File: src/rtl/bbs_pkg.sv
package bbs_pkg;

    typedef enum logic [1:0] {
        SEQ_IDLE  = 2'd0,
        SEQ_BEAT  = 2'd1,
        SEQ_END   = 2'd2,
        SEQ_FAULT = 2'd3
    } seq_state_e;

endpackage

File: src/rtl/bbs_request_decode.sv
module bbs_request_decode #(
    parameter int DW_BYTES   = 8,
    parameter int WORD_BYTES = 4,
    parameter int LINE_BYTES = 32,
    parameter int LANE_W     = $clog2(DW_BYTES),
    parameter int LINE_W     = $clog2(LINE_BYTES),
    parameter int SZ_W       = LANE_W + 1,
    parameter int IDX_W      = $clog2(LINE_BYTES / WORD_BYTES)
) (
    input  logic [LINE_W-1:0]   low_addr,
    input  logic [SZ_W-1:0]     size,
    input  logic                cacheable,
    input  logic                write_back,
    input  logic                is_store,
    input  logic                narrow,
    output logic                use_burst,
    output logic [LINE_W-1:0]   first_off,
    output logic [IDX_W-1:0]    last_idx,
    output logic [DW_BYTES-1:0] single_mask,
    output logic                bad
);

    localparam int WORD_W       = $clog2(WORD_BYTES);
    localparam int WIDE_BEATS   = LINE_BYTES / DW_BYTES;
    localparam int NARROW_BEATS = LINE_BYTES / WORD_BYTES;

    logic [LANE_W-1:0] lane_off;
    logic [SZ_W:0]     span;

    assign lane_off = low_addr[LANE_W-1:0];
    assign span     = {{(SZ_W+1-LANE_W){1'b0}}, lane_off} + {1'b0, size};

    // burst eligibility: cacheable, and stores must be write-back
    assign use_burst = cacheable && (!is_store || write_back);

    always_comb begin
        if (!use_burst) begin
            first_off = low_addr;
        end else if (narrow) begin
            first_off = {low_addr[LINE_W-1:WORD_W], {WORD_W{1'b0}}};
        end else begin
            first_off = {low_addr[LINE_W-1:LANE_W], {LANE_W{1'b0}}};
        end
    end

    always_comb begin
        if (!use_burst) begin
            last_idx = '0;
        end else if (narrow) begin
            last_idx = IDX_W'(NARROW_BEATS - 1);
        end else begin
            last_idx = IDX_W'(WIDE_BEATS - 1);
        end
    end

    always_comb begin
        for (int i = 0; i < DW_BYTES; i++) begin
            single_mask[i] = (i >= int'(lane_off)) && (i < int'(span));
        end
    end

    assign bad = !use_burst &&
                 ((size == '0) || (span > (SZ_W+1)'(DW_BYTES)));

endmodule

File: src/rtl/bbs_beat_counter.sv
module bbs_beat_counter #(
    parameter int LINE_W = 5,
    parameter int IDX_W  = 3
) (
    input  logic              clk,
    input  logic              rst_n,
    input  logic              load,
    input  logic              adv,
    input  logic [LINE_W-1:0] load_off,
    input  logic [LINE_W-1:0] step,
    output logic [LINE_W-1:0] off,
    output logic [IDX_W-1:0]  idx
);

    // offset wraps naturally inside the line because it is LINE_W bits wide
    always_ff @(posedge clk) begin
        if (!rst_n) begin
            off <= '0;
            idx <= '0;
        end else if (load) begin
            off <= load_off;
            idx <= '0;
        end else if (adv) begin
            off <= off + step;
            idx <= idx + 1'b1;
        end
    end

    assert_idx_steps_by_one_R3: assert property (@(posedge clk) disable iff (!rst_n)
        (adv && !load) |=> (idx == $past(idx) + 1'b1));

endmodule

File: src/rtl/bbs_ctrl.sv
module bbs_ctrl
    import bbs_pkg::*;
(
    input  logic clk,
    input  logic rst_n,
    input  logic start,
    input  logic bad,
    input  logic data_ack,
    input  logic is_last,
    output logic load,
    output logic adv,
    output logic beat_valid,
    output logic done,
    output logic err
);

    seq_state_e state_q, state_d;

    always_ff @(posedge clk) begin
        if (!rst_n) begin
            state_q <= SEQ_IDLE;
        end else begin
            state_q <= state_d;
        end
    end

    always_comb begin
        state_d = state_q;
        unique case (state_q)
            SEQ_IDLE: begin
                if (start) begin
                    state_d = bad ? SEQ_FAULT : SEQ_BEAT;
                end
            end
            SEQ_BEAT: begin
                if (data_ack && is_last) begin
                    state_d = SEQ_END;
                end
            end
            SEQ_END:   state_d = SEQ_IDLE;
            SEQ_FAULT: state_d = SEQ_IDLE;
            default:   state_d = SEQ_IDLE;
        endcase
    end

    always_comb begin
        load       = 1'b0;
        adv        = 1'b0;
        beat_valid = 1'b0;
        done       = 1'b0;
        err        = 1'b0;
        unique case (state_q)
            SEQ_IDLE:  load = start && !bad;
            SEQ_BEAT: begin
                beat_valid = 1'b1;
                adv        = data_ack && !is_last;
            end
            SEQ_END:   done = 1'b1;
            SEQ_FAULT: err  = 1'b1;
            default: ;
        endcase
    end

    assert_hold_without_ack_R6: assert property (@(posedge clk) disable iff (!rst_n)
        (state_q == SEQ_BEAT && !data_ack) |=> (state_q == SEQ_BEAT));

    assert_done_single_pulse_R7: assert property (@(posedge clk) disable iff (!rst_n)
        done |=> !done);

    assert_err_single_pulse_R10: assert property (@(posedge clk) disable iff (!rst_n)
        err |=> (!err && !beat_valid && !done));

endmodule

File: src/rtl/burst_beat_seq.sv
module burst_beat_seq #(
    parameter int ADDR_W     = 32,
    parameter int DW_BYTES   = 8,
    parameter int WORD_BYTES = 4,
    parameter int LINE_BYTES = 32,
    parameter int SZ_W       = $clog2(DW_BYTES) + 1,
    parameter int IDX_W      = $clog2(LINE_BYTES / WORD_BYTES)
) (
    input  logic                clk,
    input  logic                rst_n,
    input  logic                start,
    input  logic [ADDR_W-1:0]   start_addr,
    input  logic [SZ_W-1:0]     xfer_size,
    input  logic                cacheable,
    input  logic                write_back,
    input  logic                is_store,
    input  logic                narrow_bus,
    input  logic                data_ack,
    output logic                beat_valid,
    output logic [IDX_W-1:0]    beat_idx,
    output logic [ADDR_W-1:0]   beat_addr,
    output logic [DW_BYTES-1:0] byte_en,
    output logic                burst,
    output logic                done,
    output logic                err
);

    localparam int LANE_W = $clog2(DW_BYTES);
    localparam int WORD_W = $clog2(WORD_BYTES);
    localparam int LINE_W = $clog2(LINE_BYTES);
    localparam logic [DW_BYTES-1:0] WORD_ONES = DW_BYTES'((1 << WORD_BYTES) - 1);

    logic                use_burst_w, bad_w, load_w, adv_w, is_last_w;
    logic [LINE_W-1:0]   first_off_w, off_w, step_w;
    logic [IDX_W-1:0]    last_idx_w;
    logic [DW_BYTES-1:0] single_mask_w;

    logic [ADDR_W-1:LINE_W] base_q;
    logic                   burst_q, narrow_q;
    logic [IDX_W-1:0]       last_q;
    logic [DW_BYTES-1:0]    mask_q;

    bbs_request_decode #(
        .DW_BYTES  (DW_BYTES),
        .WORD_BYTES(WORD_BYTES),
        .LINE_BYTES(LINE_BYTES),
        .LANE_W    (LANE_W),
        .LINE_W    (LINE_W),
        .SZ_W      (SZ_W),
        .IDX_W     (IDX_W)
    ) u_decode (
        .low_addr   (start_addr[LINE_W-1:0]),
        .size       (xfer_size),
        .cacheable  (cacheable),
        .write_back (write_back),
        .is_store   (is_store),
        .narrow     (narrow_bus),
        .use_burst  (use_burst_w),
        .first_off  (first_off_w),
        .last_idx   (last_idx_w),
        .single_mask(single_mask_w),
        .bad        (bad_w)
    );

    // request attributes held for the whole tenure
    always_ff @(posedge clk) begin
        if (!rst_n) begin
            base_q   <= '0;
            burst_q  <= 1'b0;
            narrow_q <= 1'b0;
            last_q   <= '0;
            mask_q   <= '0;
        end else if (load_w) begin
            base_q   <= start_addr[ADDR_W-1:LINE_W];
            burst_q  <= use_burst_w;
            narrow_q <= narrow_bus;
            last_q   <= last_idx_w;
            mask_q   <= single_mask_w;
        end
    end

    assign step_w = narrow_q ? LINE_W'(WORD_BYTES) : LINE_W'(DW_BYTES);

    bbs_beat_counter #(
        .LINE_W(LINE_W),
        .IDX_W (IDX_W)
    ) u_counter (
        .clk     (clk),
        .rst_n   (rst_n),
        .load    (load_w),
        .adv     (adv_w),
        .load_off(first_off_w),
        .step    (step_w),
        .off     (off_w),
        .idx     (beat_idx)
    );

    assign is_last_w = (beat_idx == last_q);

    bbs_ctrl u_ctrl (
        .clk       (clk),
        .rst_n     (rst_n),
        .start     (start),
        .bad       (bad_w),
        .data_ack  (data_ack),
        .is_last   (is_last_w),
        .load      (load_w),
        .adv       (adv_w),
        .beat_valid(beat_valid),
        .done      (done),
        .err       (err)
    );

    assign beat_addr = {base_q, off_w};
    assign burst     = beat_valid && burst_q;

    always_comb begin
        if (!beat_valid) begin
            byte_en = '0;
        end else if (!burst_q) begin
            byte_en = mask_q;
        end else if (narrow_q) begin
            byte_en = WORD_ONES << {off_w[LANE_W-1:WORD_W], {WORD_W{1'b0}}};
        end else begin
            byte_en = '1;
        end
    end

    assert_wrap_step_R5: assert property (@(posedge clk) disable iff (!rst_n)
        (beat_valid && data_ack && burst && !is_last_w) |=>
        (beat_addr[LINE_W-1:0] == $past(beat_addr[LINE_W-1:0]) + step_w));

    assert_line_kept_R4: assert property (@(posedge clk) disable iff (!rst_n)
        (beat_valid && data_ack && !is_last_w) |=>
        (beat_valid && beat_addr[ADDR_W-1:LINE_W] == $past(beat_addr[ADDR_W-1:LINE_W])));

    assert_start_ignored_R11: assert property (@(posedge clk) disable iff (!rst_n)
        (beat_valid && !data_ack && start) |=> $stable(beat_addr) && $stable(beat_idx));

    assert_single_has_lanes_R8: assert property (@(posedge clk) disable iff (!rst_n)
        (beat_valid && !burst) |-> (byte_en != '0));

endmodule

File: config.mk
export PLATFORM = sky130hd
export DESIGN_NAME = burst_beat_seq
export DESIGN_NICKNAME = d
export VERILOG_FILES = /design/src/rtl/bbs_pkg.sv /design/src/rtl/bbs_request_decode.sv /design/src/rtl/bbs_beat_counter.sv /design/src/rtl/bbs_ctrl.sv /design/src/rtl/burst_beat_seq.sv
export SDC_FILE = /design/constraint.sdc
export NUM_CORES = 1
export LEC_CHECK = 0
export ABC_AREA = 1
export BUFFER_PORTS_ARGS = -buffer_cell sky130_fd_sc_hd__buf_2
export CAP_MARGIN = 0
export CORE_UTILIZATION = 28
export CTS_CLUSTER_SIZE = 24
export DETAILED_ROUTE_END_ITERATION = 8
export PLACE_DENSITY = 0.48
export SLEW_MARGIN = 20
export SYNTH_ARGS = -nofsm -noshare
export SYNTH_HDL_FRONTEND = slang
export SYNTH_HIERARCHICAL = 1
export SYNTH_SLANG_ARGS = --single-unit
File: constraint.sdc
create_clock -name clk -period 2.72 [get_ports clk]
set_input_delay 0.136 -clock clk [delete_from_list [all_inputs] [get_ports clk]]
set_output_delay 0.136 -clock clk [all_outputs]
set_load 0.1 [all_outputs]
# After elaboration in Yosys (flattened, before gate mapping)
# Cells that the tools add are included.
[totals]
mem_bits_ro = 0
memories = 0
regBits = 50
latchBits = 0
ramBits = 0
output_inout_bits = 47
[op_classes]
eq_ne = 6
n_bitwise = 1
div = 0
mul = 0
n_lt_le_gt_ge = 16
n_reduce_logical = 25
shift = 1
muxes = 19
add_sub_neg = 3
[op_table]
columns = ["op", "count"]
rows = [
  ["8-bit 2-to-1 mux", 3],
  ["3-bit by 5-bit < comparator with 1-bit output, first input constant", 4],
  ["1-bit logical AND", 13],
  ["3-bit 2-to-1 mux", 4],
  ["1-bit by 5-bit < comparator with 1-bit output, first input constant", 2],
  ["2-bit by 5-bit < comparator with 1-bit output, first input constant", 2],
  ["5-bit 2-to-1 mux", 2],
  ["3-bit >= comparator, first input constant", 3],
  ["4-bit by 3-bit << shifter with 8-bit output, first input constant", 1],
  ["1-bit by 3-bit >= comparator with 1-bit output, first input constant", 2],
  ["2-bit by 3-bit >= comparator with 1-bit output, first input constant", 2],
  ["2-bit 2-to-1 mux", 3],
  ["2-bit one-hot mux with 3 select lines", 1],
  ["3-bit by 4-bit adder with 5-bit output", 1],
  ["5-bit by 4-bit adder with 5-bit output", 1],
  ["5-bit by 4-bit greater-than comparator with 1-bit output, second input constant", 1],
  ["1-bit 2-to-1 mux", 5],
  ["2-bit equality test, second input constant", 2],
  ["1-bit logical NOT", 4],
  ["4-bit logical NOT", 1],
  ["4-bit 2-to-1 mux", 1],
  ["2-bit OR reduction", 2],
  ["3-bit by 1-bit adder with 3-bit output, second input constant", 1],
  ["3-bit equality test", 1],
  ["8 further kinds", 9],
]

# Depth between registers and ports, before layout
# Gate-level depths: netlist (run 1).
[logic_depth]
ltp_word = 9
mapped_depth = 15
ltp_nobuf = 15

# Cells and area by module
# The synthesis (run 1) kept the hierarchy.
[by_module_without_submodules]
columns = ["module", "area_per_inst_um2", "cells_each", "seq_area_each_um2", "instances"]
rows = [
  ["burst_beat_seq", 1702.9, 205, 800.8, 1],
  ["bbs_beat_counter", 543.0, 76, 160.2, 1],
  ["bbs_request_decode", 359.1, 65, 0.0, 1],
  ["bbs_ctrl", 132.6, 23, 40.0, 1],
]

# Least setup slack after synthesis (run 1)
# Ideal clock, no wire load.
[synth_timing]
path_kind = "register to output"
startpoint = "register u_counter.off[2]"
endpoint = "output port byte_en[4]"
arrival_time_ns = 2.542
path_stages_with_launch = 3
path_slack_ns = 0.042
n_path_buf = 0
path_cell_list = "dfxtp_1 -> o21ai_1 -> nor2_1"
[synth_via]
elab_chain_cells = 4
[synth_rtl]
columns = ["element", "line_no", "text"]
rows = [
  ["start: declaration", "bbs_beat_counter.sv:11", "output logic [LINE_W-1:0] off,"],
  ["start signal: assignment", "bbs_beat_counter.sv:21", "off <= load_off;"],
  ["start signal: assignment", "bbs_beat_counter.sv:24", "off <= off + step;"],
  ["4-bit by 3-bit << shifter with 8-bit output", "burst_beat_seq.sv:123", "byte_en = WORD_ONES << {off_w[LANE_W-1:WORD_W], {WORD_W{1'b0}}};"],
  ["8-bit 2-to-1 mux", "burst_beat_seq.sv:122", "end else if (narrow_q) begin"],
  ["8-bit 2-to-1 mux", "burst_beat_seq.sv:120", "end else if (!burst_q) begin"],
  ["8-bit 2-to-1 mux", "burst_beat_seq.sv:118", "if (!beat_valid) begin"],
  ["end: declaration", "burst_beat_seq.sv:22", "output logic [DW_BYTES-1:0] byte_en,"],
]
# Every way passes these cells.

# Worst setup path after layout (run 1)
[layout_timing]
startpoint = "input port start_addr[0]"
endpoint = "register last_q[0]"
[layout_via]
elab_chain_cells = 7
[layout_rtl]
columns = ["element", "line_no", "text"]
rows = [
  ["start: declaration", "burst_beat_seq.sv:12", "input logic [ADDR_W-1:0] start_addr,"],
  ["3-bit by 4-bit adder with 5-bit output", "bbs_request_decode.sv:31", "assign span = {{(SZ_W+1-LANE_W){1'b0}}, lane_off} + {1'b0, size};"],
  ["5-bit by 4-bit greater-than comparator with 1-bit output", "bbs_request_decode.sv:63", "((size == '0) || (span > (SZ_W+1)'(DW_BYTES)));"],
  ["1-bit logical OR", "bbs_request_decode.sv:63", ""],
  ["1-bit logical AND", "bbs_request_decode.sv:62", "assign bad = !use_burst &&"],
  ["net bad_w", "burst_beat_seq.sv:33", "logic use_burst_w, bad_w, load_w, adv_w, is_last_w;"],
  ["1-bit logical NOT", "bbs_ctrl.sv:53", "SEQ_IDLE: load = start && !bad;"],
  ["1-bit logical AND", "bbs_ctrl.sv:53", ""],
  ["1-bit 2-to-1 mux", "bbs_ctrl.sv:52", "unique case (state_q)"],
  ["net load_w", "burst_beat_seq.sv:33", ""],
  ["end signal: assignment", "burst_beat_seq.sv:77", "last_q <= last_idx_w;"],
  ["end: declaration", "burst_beat_seq.sv:40", "logic [IDX_W-1:0] last_q;"],
]
# The timed path passes the listed nets, and every way through them passes these cells.
# A chain may end at the register's enable or synchronous reset.

==> results of run 1 <==
==> through the flow <==
step / util (%) / cell area (um^2) / setup WS [ps] / instances
after floorplan: - / 2753 / 41.99 / 373
after global placement: 34.37 / 3221 / 231.6 / 577
after detailed placement: 34.37 / 3221 / 184.3 / 577
after CTS: 35.54 / 3331 / 508.1 / 585
after global routing: 35.54 / 3331 / 352.8 / 585
final: 35.54 / 3331 / 501.8 / 585
==> kinds of logic after synthesis <==
| kind of cell | after synthesis |
|---|---|
| compound gates | 61 |
| xor+xnor | 4 |
| fa+ha+maj | 10 |
| buf+inv | 54 |
| flops | 50 |
| other cells | 1 |
| simple gates | 189 |
==> sequential cells by signal, indices dropped and copies added (netlist names) <==
name	count
base_q	27
burst_q	1
last_q	3
mask_q	8
narrow_q	1
u_counter/idx	3
u_counter/off	5
u_ctrl/state_q	2
==> power groups by stage <==
stage	clock network, mW	logic [mW]	registers (mW)
after floorplan	0	0.477	1.29
after global placement	0	1.03	0.889
after detailed placement	0	1.03	0.890
after CTS	0.544	1.04	0.873
after global routing	0.577	1.10	0.883
final	0.520	1.03	0.872
==> final cells by class <==
class,count,area [um^2]
clock buffer,6,72.57
clock inverter,2,37.54
fill,1061,6041
inverter,36,142.6
multi-input combinational,269,1430
sequential,50,1001
tap,129,161.4
timing repair buffer,93,485.5
==> cell usage in the layout (no fill, tap or decap), drive strengths merged <==
master    synthesis  layout
nor2            118     118
buf              13      93
nand2            51      51
dfxtp            50      50
o21ai            42      42
inv              36      36
nand3            12      12
a21oi            10      10
ha                8       8
clkbuf            3       6
conb              1       5
or2               4       4
a31oi             3       3
xnor2             3       3
a22oi             2       2
fa                2       2
nand4             2       2
xor2              1       1
bufinv            0       1
clkinvlp          0       1
nor3b             1       1
o211ai            1       1
a211oi            1       1
o21a              1       1
nor3              1       1
a21boi            1       1
==> worst max-delay path: cells and delay by family <==
kind	cells	cell delay [ps]
compound gates	3	370
simple gates	3	620
buf+inv	2	340
xor+xnor	1	270
fa+ha+maj	2	650
==> how the worst min path moves through the flow <==
stage / start / end / slack [ps]
finish: start_addr[11] / base_q[11] / 60
global route: start_addr[20] / base_q[20] / 50
CTS: start_addr[11] / base_q[11] / 50
detailed placement: start_addr[31] / base_q[31] / 370
global placement: start_addr[6] / base_q[6] / 370
floorplan: rst_n / u_counter/off[0] / 230
==> cells in the mapped netlist, drive strengths merged <==
library cell	count
o21ai	42
a21oi	10
xor2	1
fa	2
o211ai	1
a31oi	3
xnor2	3
inv	36
dlymetal6s2s	2
or2	4
nand4	2
nand2	51
nor3b	1
nor3	1
ha	8
nand3	12
conb	1
clkbuf	3
dfxtp	50
a21boi	1
a22oi	2
nor2	118
buf	13
o21a	1
a211oi	1
==> per-layer routing <==
metal | wire, um | share of wire [%]
met5 | 0 | 0
met4 | 48 | 0.74
met3 | 325 | 5.0
met2 | 2975 | 46
met1 | 3130 | 48
==> impl_results.md, run 1 <==
* Status: complete, no violations
* Max clock buf depth at 2
* Synth Area in Adders at just over 5%
* I/O Pins at 91
* Setup bufs post-CTS at 0
* First-pass GRT wire length at 10360 um
* Type of the worst setup path: in2reg
* Number of distinct library cells after synthesis at 40
* Slowest CP cell: fa_1
* Routability cong. at just over 0.8
* Crit start category: primary input
* Tightest Pin Transition at between 700 and 800 ps
* Die Footprint at about 0.010 mm^2
* Crit share post-route at 81.55%
* CTS buffer count at 5
* RSZ-0062 raised after global routing: no
* Layout net count at between 500 and 600
* Final Setup Violations at 0
* Xor/xnor share of the synthesized area at 1.554%
* CTS clk-pin slew, worst paths at roughly 90 ps
* Worst Hold Margin at between 60 and 70 ps
* Syn Inst Count at 369
* Area Overhead vs Synth at 21.66%
* Die Width at about 100 um
* Max Cap Violations at 0
* Seq pwr share at 36.0%
* Simple-Gate Fraction of Synth Area at about a third
* Initial antenna violation count at 0
* Drt drc at 0
* CP endpoint kind: flip-flop
* Resize count post-CTS at 0
* Clock Sinks at 50
* Synth Warn # at 6
* Top cell type by total area after synthesis: dfxtp_1
* Final Max Slew Viols at 0
* Cts hold-fix bufs at 0
* Worst Hold Depth at 3
* Largest net degree at the start of global routing at 46
* Vias in the first global route at ~2200
* Top cell type's share of synthesized area at a little over a third
* Drt wl/cell at approximately 11 um
* DP HPWL at approximately 4800 um
* 1st-iter DRT viols at 52
* Reg2reg start: u_ctrl/state_q[1]
* Share of post-route cells with drive strength above 1 at between 30% and 40%
* Final Hold Fails at 0
* DR vias at 2486
* Vias/cell at about 4.2
* Post-synthesis compound-gate area fraction at between 10 and 15%
* Leakage at around 1.7 nW
* Internal Pwr Total at about 1.3 mW
* Crit path capture: last_q[0]
* Root Buffer: clkbuf_8
* Mux cell area share after synthesis at 0%
* Htree depth at 2
* Worst path max stage delay at 430 ps
* Main combinational cell family by area after synthesis: simple AND/OR/NAND/NOR gates
* Synth Register Bits at 50
* GR Util met3 at under 10%
* Layer carrying the most global-route usage: met2
* Worst r2r dst: last_q[0]
* R2R Setup Slk at roughly 1100 ps
* P_sw at ~1.1 mW
* GR Layer Usage met2 at 20.81%
* Synthesized area per cell at between 7 and 8 um^2
* First-pass iteration count of the detailed router at 4
* Sequential-to-total area share from yosys stat at 36.56%
* CP required at 2900 ps
* Type of the worst min-delay path: in2reg
* Comb power frac at between 40 and 50%
* Reg2Reg Depth at 6
* Antenna diodes at 0
* Tot GR Track Use at about 13%
* Number of port buffers at 90
* Rows at 35
* CTS tree: done
* DRT Wirelength at approximately 6500 um
* Total power at about 2.4 mW
* Antenna-violating nets left at 0
* Die Ht at 100.9 um
* Max Freq at 450.8 MHz
* Mapped Area at between 0.002 and 0.003 mm^2
* Clock skew at 6.857 ps
* Synth top area cells: dfxtp_1 (37%), nor2_1 (10%), nor2_2 (9.6%)
* Core area at approximately 0.0094 mm^2
* Relative slew margins at 53.05%
* VDD IR max at slightly below 300 uV
* Met1 usage at 17.12%
* CP Data Arrival Time at around 2400 ps
* Initial Util at about 30%
* Cells along the critical path: buf_2 -> ha_1 -> fa_1 -> xnor2_2 -> nand2_1 -> nand3_1 -> a21oi_1 -> nor2_4 -> inv_8 -> o21ai_1 -> a21oi_2
* Power per standard cell area at 726.5 mW/mm^2
* Max FO, Critical Path at between 40 and 50
* GRT overflow at 0
* Fin crit period at 2218 ps
* Clock share of power at between 20% and 30%
* Switching fraction of total power at about 46%
* Total negative slack at 0 ps
* Worst-Skew Late Latency at approximately 300 ps
* Crit path launch: start_addr[0]
Power figures use the tool's default switching activity.
==> run 2, diff against run 1 <==
Settings changed: PLACE_DENSITY 0.48 to 0.5.
Clock period 2.72 ns to 2 ns, I/O delays scaled along.
==> run 2 against run 1 <==
Total power increased by 42%. Sequential power is 35% higher. Highest routed layer unchanged. First-iteration DRC count increased by 15%. Flip-flop and latch count is the same. Die area unchanged. Clock skew decreased by 2.4 ps. Final area rose by 7.4%. Combinational power increased by 49%.
==> impl_results.md, run 2 (same netlist as run 1, synthesis figures left out) <==
* Tightest Pin Transition at 719.8 ps (+15.59 ps)
* Drt wl/cell at 10.94 um (-1.3%)
* GRT overflow at 0 (unchanged)
* Initial antenna violation count at 0 (unchanged)
* Rows at 35 (unchanged)
* DP HPWL at 5069 um (+4.9%)
* RSZ-0062 raised after global routing: no
* Seq pwr share at 34.5% (-1.5 points)
* Routability cong. at 0.8247 (+0.72%)
* Total power at 3.428 mW (+42%)
* Final WS setup at 195.9 ps (-305.9 ps)
* Comb power frac at 44.6% (+2.1 points)
* Vias/cell at 4.263 (+0.31%)
* Worst-Skew Late Latency at 300 ps (about the same)
* CP Data Arrival Time at 2010 ps (-390 ps)
* CP required at 2200 ps (-700 ps)
* P_sw at 1.558 mW (+40%)
* Die Footprint at 0.01018 mm^2 (unchanged)
* Cts hold-fix bufs at 0 (unchanged)
* Commonest non-fill, non-tap cells in the layout: buf_2 (86), nor2_1 (69), dfxtp_1 (47), nand2_1 (45), nor2_2 (43)
* Commonest non-fill, non-tap cell in the layout: buf_2
* Status: complete, no violations
* DRT Wirelength at 6574 um (+1.5%)
* Antenna diodes at 0 (unchanged)
* First-pass GRT wire length at 11220 um (+8.3%)
* CTS buffer count at 5 (unchanged)
* CTS tree: done
* Power per standard cell area at 958.3 mW/mm^2 (+32%)
* Core area at 0.009371 mm^2 (unchanged)
* Clock Sinks at 50 (unchanged)
* Number of port buffers at 90 (unchanged)
* Clock share of power at 20.9% (-0.6 points)
* Die Ht at 100.9 um (unchanged)
* Final Setup Violations at 0 (unchanged)
* Max Freq at about 550 MHz
* CP endpoint kind: flip-flop
* Type of the worst min-delay path: in2reg
* Util after Layout at 38.17% (+2.6 points)
* Leakage at 1.781 nW (+6.2%)
* Tot GR Track Use at 13.65% (+0.76 points)
* Largest register FFs at 27 (unchanged)
* Final Max Slew Viols at 0 (unchanged)
* Worst Hold Margin at 18.50 ps (-41.74 ps)
* Switching fraction of total power at 45.45% (-0.66 points)
* Placed cells at 593 (+2.8%)
* Type of the worst setup path: in2reg
* Initial Util at 29.21% (unchanged)
* Vias in the first global route at 2399 (+7.6%)
* CTS clk-pin slew, worst paths at 100 ps (about the same)
* Placed inst area at 0.003450 mm^2 (+7.1%)
* Die Width at 100.9 um (unchanged)
* Largest Register: base_q
* 1st-iter DRT viols at 60 (+15%)
* Drt drc at 0 (unchanged)
* Area Overhead vs Synth at 30.67%
* Max clock buf depth at 2 (unchanged)
* Layout net count at 525 (+3.1%)
* Fin area at 0.003577 mm^2 (+7.4%)
* Largest net degree at the start of global routing at 46 (unchanged)
* DR vias at 2562 (+3.1%)
* Htree depth at 2 (unchanged)
* Root Buffer: clkbuf_8
* Fillers at 1033 (-2.6%)
* Antenna-violating nets left at 0 (unchanged)
* Regs by FF count: base_q: 27 flops, mask_q: 8 flops, u_counter/off: 5 flops
* Internal Pwr Total at 1.870 mW (+43%)
* Crit start category: primary input
* Clock skew at 4.468 ps (-2.390 ps)
* Share of post-route cells with drive strength above 1 at 40.25% (+4.5 points)
* Max FO, Critical Path at 13 (-69%)
* VDD IR max at 389.8 uV (+35%)
* Layout Cells excl Fill at 601 (+2.7%)
* Fin crit period at around 1800 ps
* Setup WS pre-CTS at -181.7 ps (-366.0 ps)
* Max Cap Violations at 0 (unchanged)
* I/O Pins at 91 (unchanged)
* Total negative slack at 0 ps (unchanged)
* Relative slew margins at 52.01% (-1.0 points)
* Final Hold Fails at 0 (unchanged)
* Crit share post-route at 90.21%
* First-pass iteration count of the detailed router at 4 (unchanged)
## run 2: changes by cell type in the layout (fill, tap and decap cells not counted), sizes merged
cell / previous run / this run
buf: 93 / 105
clkbuf: 6 / 10
## run 2: final timing paths
kind / start / end / slack [ps] / cells after the start
max: start_addr[0] / u_counter/off[0] / 200 / 17
min: start_addr[11] / base_q[11] / 20 / 3
max reg2reg: u_ctrl/state_q[0] / u_counter/off[2] / 460 / 8
min reg2reg: last_q[0] / last_q[0] / 490 / 2
## run 2: repair_timing
item	CTS	global route
setup endpoints to repair	0	21
gates resized for setup	0	6
setup buffers	0	0
## run 2: critical path, cell delays in order
cell and delay [ps]:
buf_2 110, ha_1 210, fa_2 370, nand2_1 80
nand2_1 60, nand2_2 60, a21boi_0 250, a21oi_2 120
nor2_4 110, buf_12 160, inv_2 50, nand2_2 60
inv_2 60, nand2_2 60, nand3_2 50, nand2_1 50
inv_1 50
## run 2: area by class of cell
type	instances	area (um^2)	share of cell area, %
repair buffers	109	690.7	19.31
multi-input cells	269	1468	41.03
clock inverters	2	37.54	1.049
inverters	36	142.6	3.987
clock buffers	6	72.57	2.029
well taps	129	161.4	4.512
flip-flops and latches	50	1005	28.09
## run 2: metal layers
layer / global-route usage (%) / vias up / part of all wire [%] / routed length, um
met5: 0 / - / 0 / 0
met4: 3.679 / 0 / 1.2 / 78
met3: 2.427 / 5 / 3.3 / 214
met2: 22.87 / 49 / 47 / 3100
met1: 17.99 / 1150 / 48 / 3180
li1: - / 1358 / - / -
## run 2: power groups by stage
stage / logic (mW) / clock network (mW) / registers (mW)
2_1_floorplan: 0.671 / 0 / 1.76
3_3_place_gp: 1.53 / 0 / 1.20
3_5_place_dp: 1.53 / 0 / 1.21
4_1_cts: 1.54 / 0.750 / 1.18
5_1_grt: 1.64 / 0.782 / 1.20
6_report: 1.53 / 0.715 / 1.18
==> run 3, diff against run 2 <==
Settings changed: MAX_ROUTING_LAYER from default to met4.
==> run 3 against run 2 <==
Register-to-register slack hardly changed. Combinational power hardly changed. Worst hold slack hardly changed. Global-route usage is 0.39 points higher. Routed wire length is 0.37% lower. Die area stayed put. Cell count stayed put. Sequential share of layout area stayed put. Clock power hardly changed. First-iteration DRC count is 15% higher. Final area stayed put. Largest power group unchanged. Highest routed layer unchanged.
==> impl_results.md, run 3 (same netlist as run 1, synthesis figures left out) <==
* Tightest Pin Transition at 723.5 ps (+3.751 ps)
* Largest Register: base_q
* CTS tree: done
* Initial Util at 29.21% (unchanged)
* Cts hold-fix bufs at 0 (unchanged)
* Drt wl/cell at 10.90 um (-0.37%)
* Regs by FF count: base_q: 27 flops, mask_q: 8 flops, u_counter/off: 5 flops
* Crit start category: primary input
* Commonest non-fill, non-tap cells in the layout: buf_2 (86), nor2_1 (69), dfxtp_1 (47), nand2_1 (45), nor2_2 (43)
* Leakage at 1.781 nW (unchanged)
* Antenna diodes at 0 (unchanged)
* Final Hold Fails at 0 (unchanged)
* Fillers at 1033 (unchanged)
* Status: complete, no violations
* Commonest non-fill, non-tap cell in the layout: buf_2
* Final Setup Violations at 0 (unchanged)
* RSZ-0062 raised after global routing: no
* Met1 usage at 17.99% (unchanged)
* Worst-Skew Late Latency at 300 ps (about the same)
* 1st-iter DRT viols at 69 (+15%)
* Placed inst area at 0.003450 mm^2 (unchanged)
* Clock skew at 5.566 ps (+1.098 ps)
* Max FO, Critical Path at 13 (unchanged)
* Type of the worst setup path: in2reg
* Crit share post-route at 90.19% (about the same)
* CP endpoint kind: flip-flop
* DRT Wirelength at 6550 um (-0.37%)
* GR Util met3 at 2.288% (-0.14 points)
* Initial antenna violation count at 0 (unchanged)
* Layout net count at 525 (unchanged)
* Clock Sinks at 50 (unchanged)
* Placed cells at 593 (unchanged)
* Drt drc at 0 (unchanged)
* CP Data Arrival Time at 2010 ps (about the same)
* First-pass iteration count of the detailed router at 4 (unchanged)
* CTS buffer count at 5 (unchanged)
* Die Width at 100.9 um (unchanged)
* Total power at 3.429 mW (about the same)
* VDD IR max at 389.8 uV (about the same)
* Type of the worst min-delay path: in2reg
* GR Layer Usage met2 at 22.92% (+0.053 points)
* DP HPWL at 5069 um (unchanged)
* CP required at 2200 ps (about the same)
* Max clock buf depth at 2 (unchanged)
* Vias/cell at 4.255 (-0.20%)
* Root Buffer: clkbuf_8
* Max Freq at 554.4 MHz (about the same)
* Routability cong. at 0.8371 (+1.5%)
* Layout Cells excl Fill at 601 (unchanged)
* Setup bufs post-CTS at 0 (unchanged)
* Share of post-route cells with drive strength above 1 at 40.25% (unchanged)
* Layer carrying the most global-route usage: met2
* CTS clk-pin slew, worst paths at 100 ps (about the same)
* GRT overflow at 0 (unchanged)
* Number of port buffers at 90 (unchanged)
* Htree depth at 2 (unchanged)
* Max Cap Violations at 0 (unchanged)
* Antenna-violating nets left at 0 (unchanged)
* Die Ht at 100.9 um (unchanged)
* Total negative slack at 0 ps (unchanged)
* Relative slew margins at 51.76% (-0.25 points)
* Largest register FFs at 27 (unchanged)
* Vias in the first global route at 2403 (+0.17%)
* Power per standard cell area at 958.5 mW/mm^2 (about the same)
* First-pass GRT wire length at 11190 um (-0.25%)
* I/O Pins at 91 (unchanged)
* Rows at 35 (unchanged)
* Die Footprint at 0.01018 mm^2 (unchanged)
* DR vias at 2557 (-0.20%)
* Largest net degree at the start of global routing at 46 (unchanged)
* Tot GR Track Use at 14.03% (+0.39 points)
* Fin area at 0.003577 mm^2 (unchanged)
* Resize count post-CTS at 0 (unchanged)
* Core area at 0.009371 mm^2 (unchanged)
* Area Overhead vs Synth at 30.67% (unchanged)
* Final Max Slew Viols at 0 (unchanged)
* Fin crit period at 1804 ps (-0.3670 ps)
[run 3: cell counts in the layout (fill, tap and decap cells not counted)]
No cell type changed its count.
[run 3: worst paths after layout]
path	start	end	slack, ps	cells after the start
max	start_addr[0]	u_counter/off[0]	200	17
min	start_addr[11]	base_q[11]	20	3
max reg2reg	u_ctrl/state_q[0]	u_counter/off[2]	460	8
min reg2reg	last_q[0]	last_q[0]	490	2
[run 3: critical path: stages]
cell	delay (ps)
buf_2	110
ha_1	210
fa_2	370
nand2_1	80
nand2_1	60
nand2_2	60
a21boi_0	250
a21oi_2	120
nor2_4	110
buf_12	160
inv_2	50
nand2_2	60
inv_2	60
nand2_2	60
nand3_2	50
nand2_1	50
inv_1	50
[run 3: report_power, final]
part           total (mW)  switching (mW)  internal [mW]
combinational        1.53            1.15          0.383
sequential           1.18          0.0692           1.11
clock               0.716           0.342          0.374
[run 3: area by class of cell]
cell class | instances | area (um^2) | share of cell area (%)
Clock buffer | 6 | 72.57 | 2.029
Clock inverter | 2 | 37.54 | 1.049
Inverter | 36 | 142.6 | 3.987
Multi-Input combinational cell | 269 | 1468 | 41.03
Sequential cell | 50 | 1005 | 28.09
Tap cell | 129 | 161.4 | 4.512
Timing Repair Buffer | 109 | 690.7 | 19.31
[run 3: per-stage QoR]
step,hold slack (ps),setup WS [ps],utilization [%]
after floorplan,197.6,-407.4,-
after global placement,327.1,-131.5,36.81
after detailed placement,334.3,-181.7,36.81
after CTS,7.178,26.36,37.98
after global routing,11.76,22.87,38.17
final,18.34,196.2,38.17
[run 3: per-layer routing]
metal / vias to the layer above / wire length (um)
li1: 1359 / -
met1: 1140 / 3151
met5: - / 0
met4: 0 / 79
met3: 5 / 217
met2: 53 / 3101
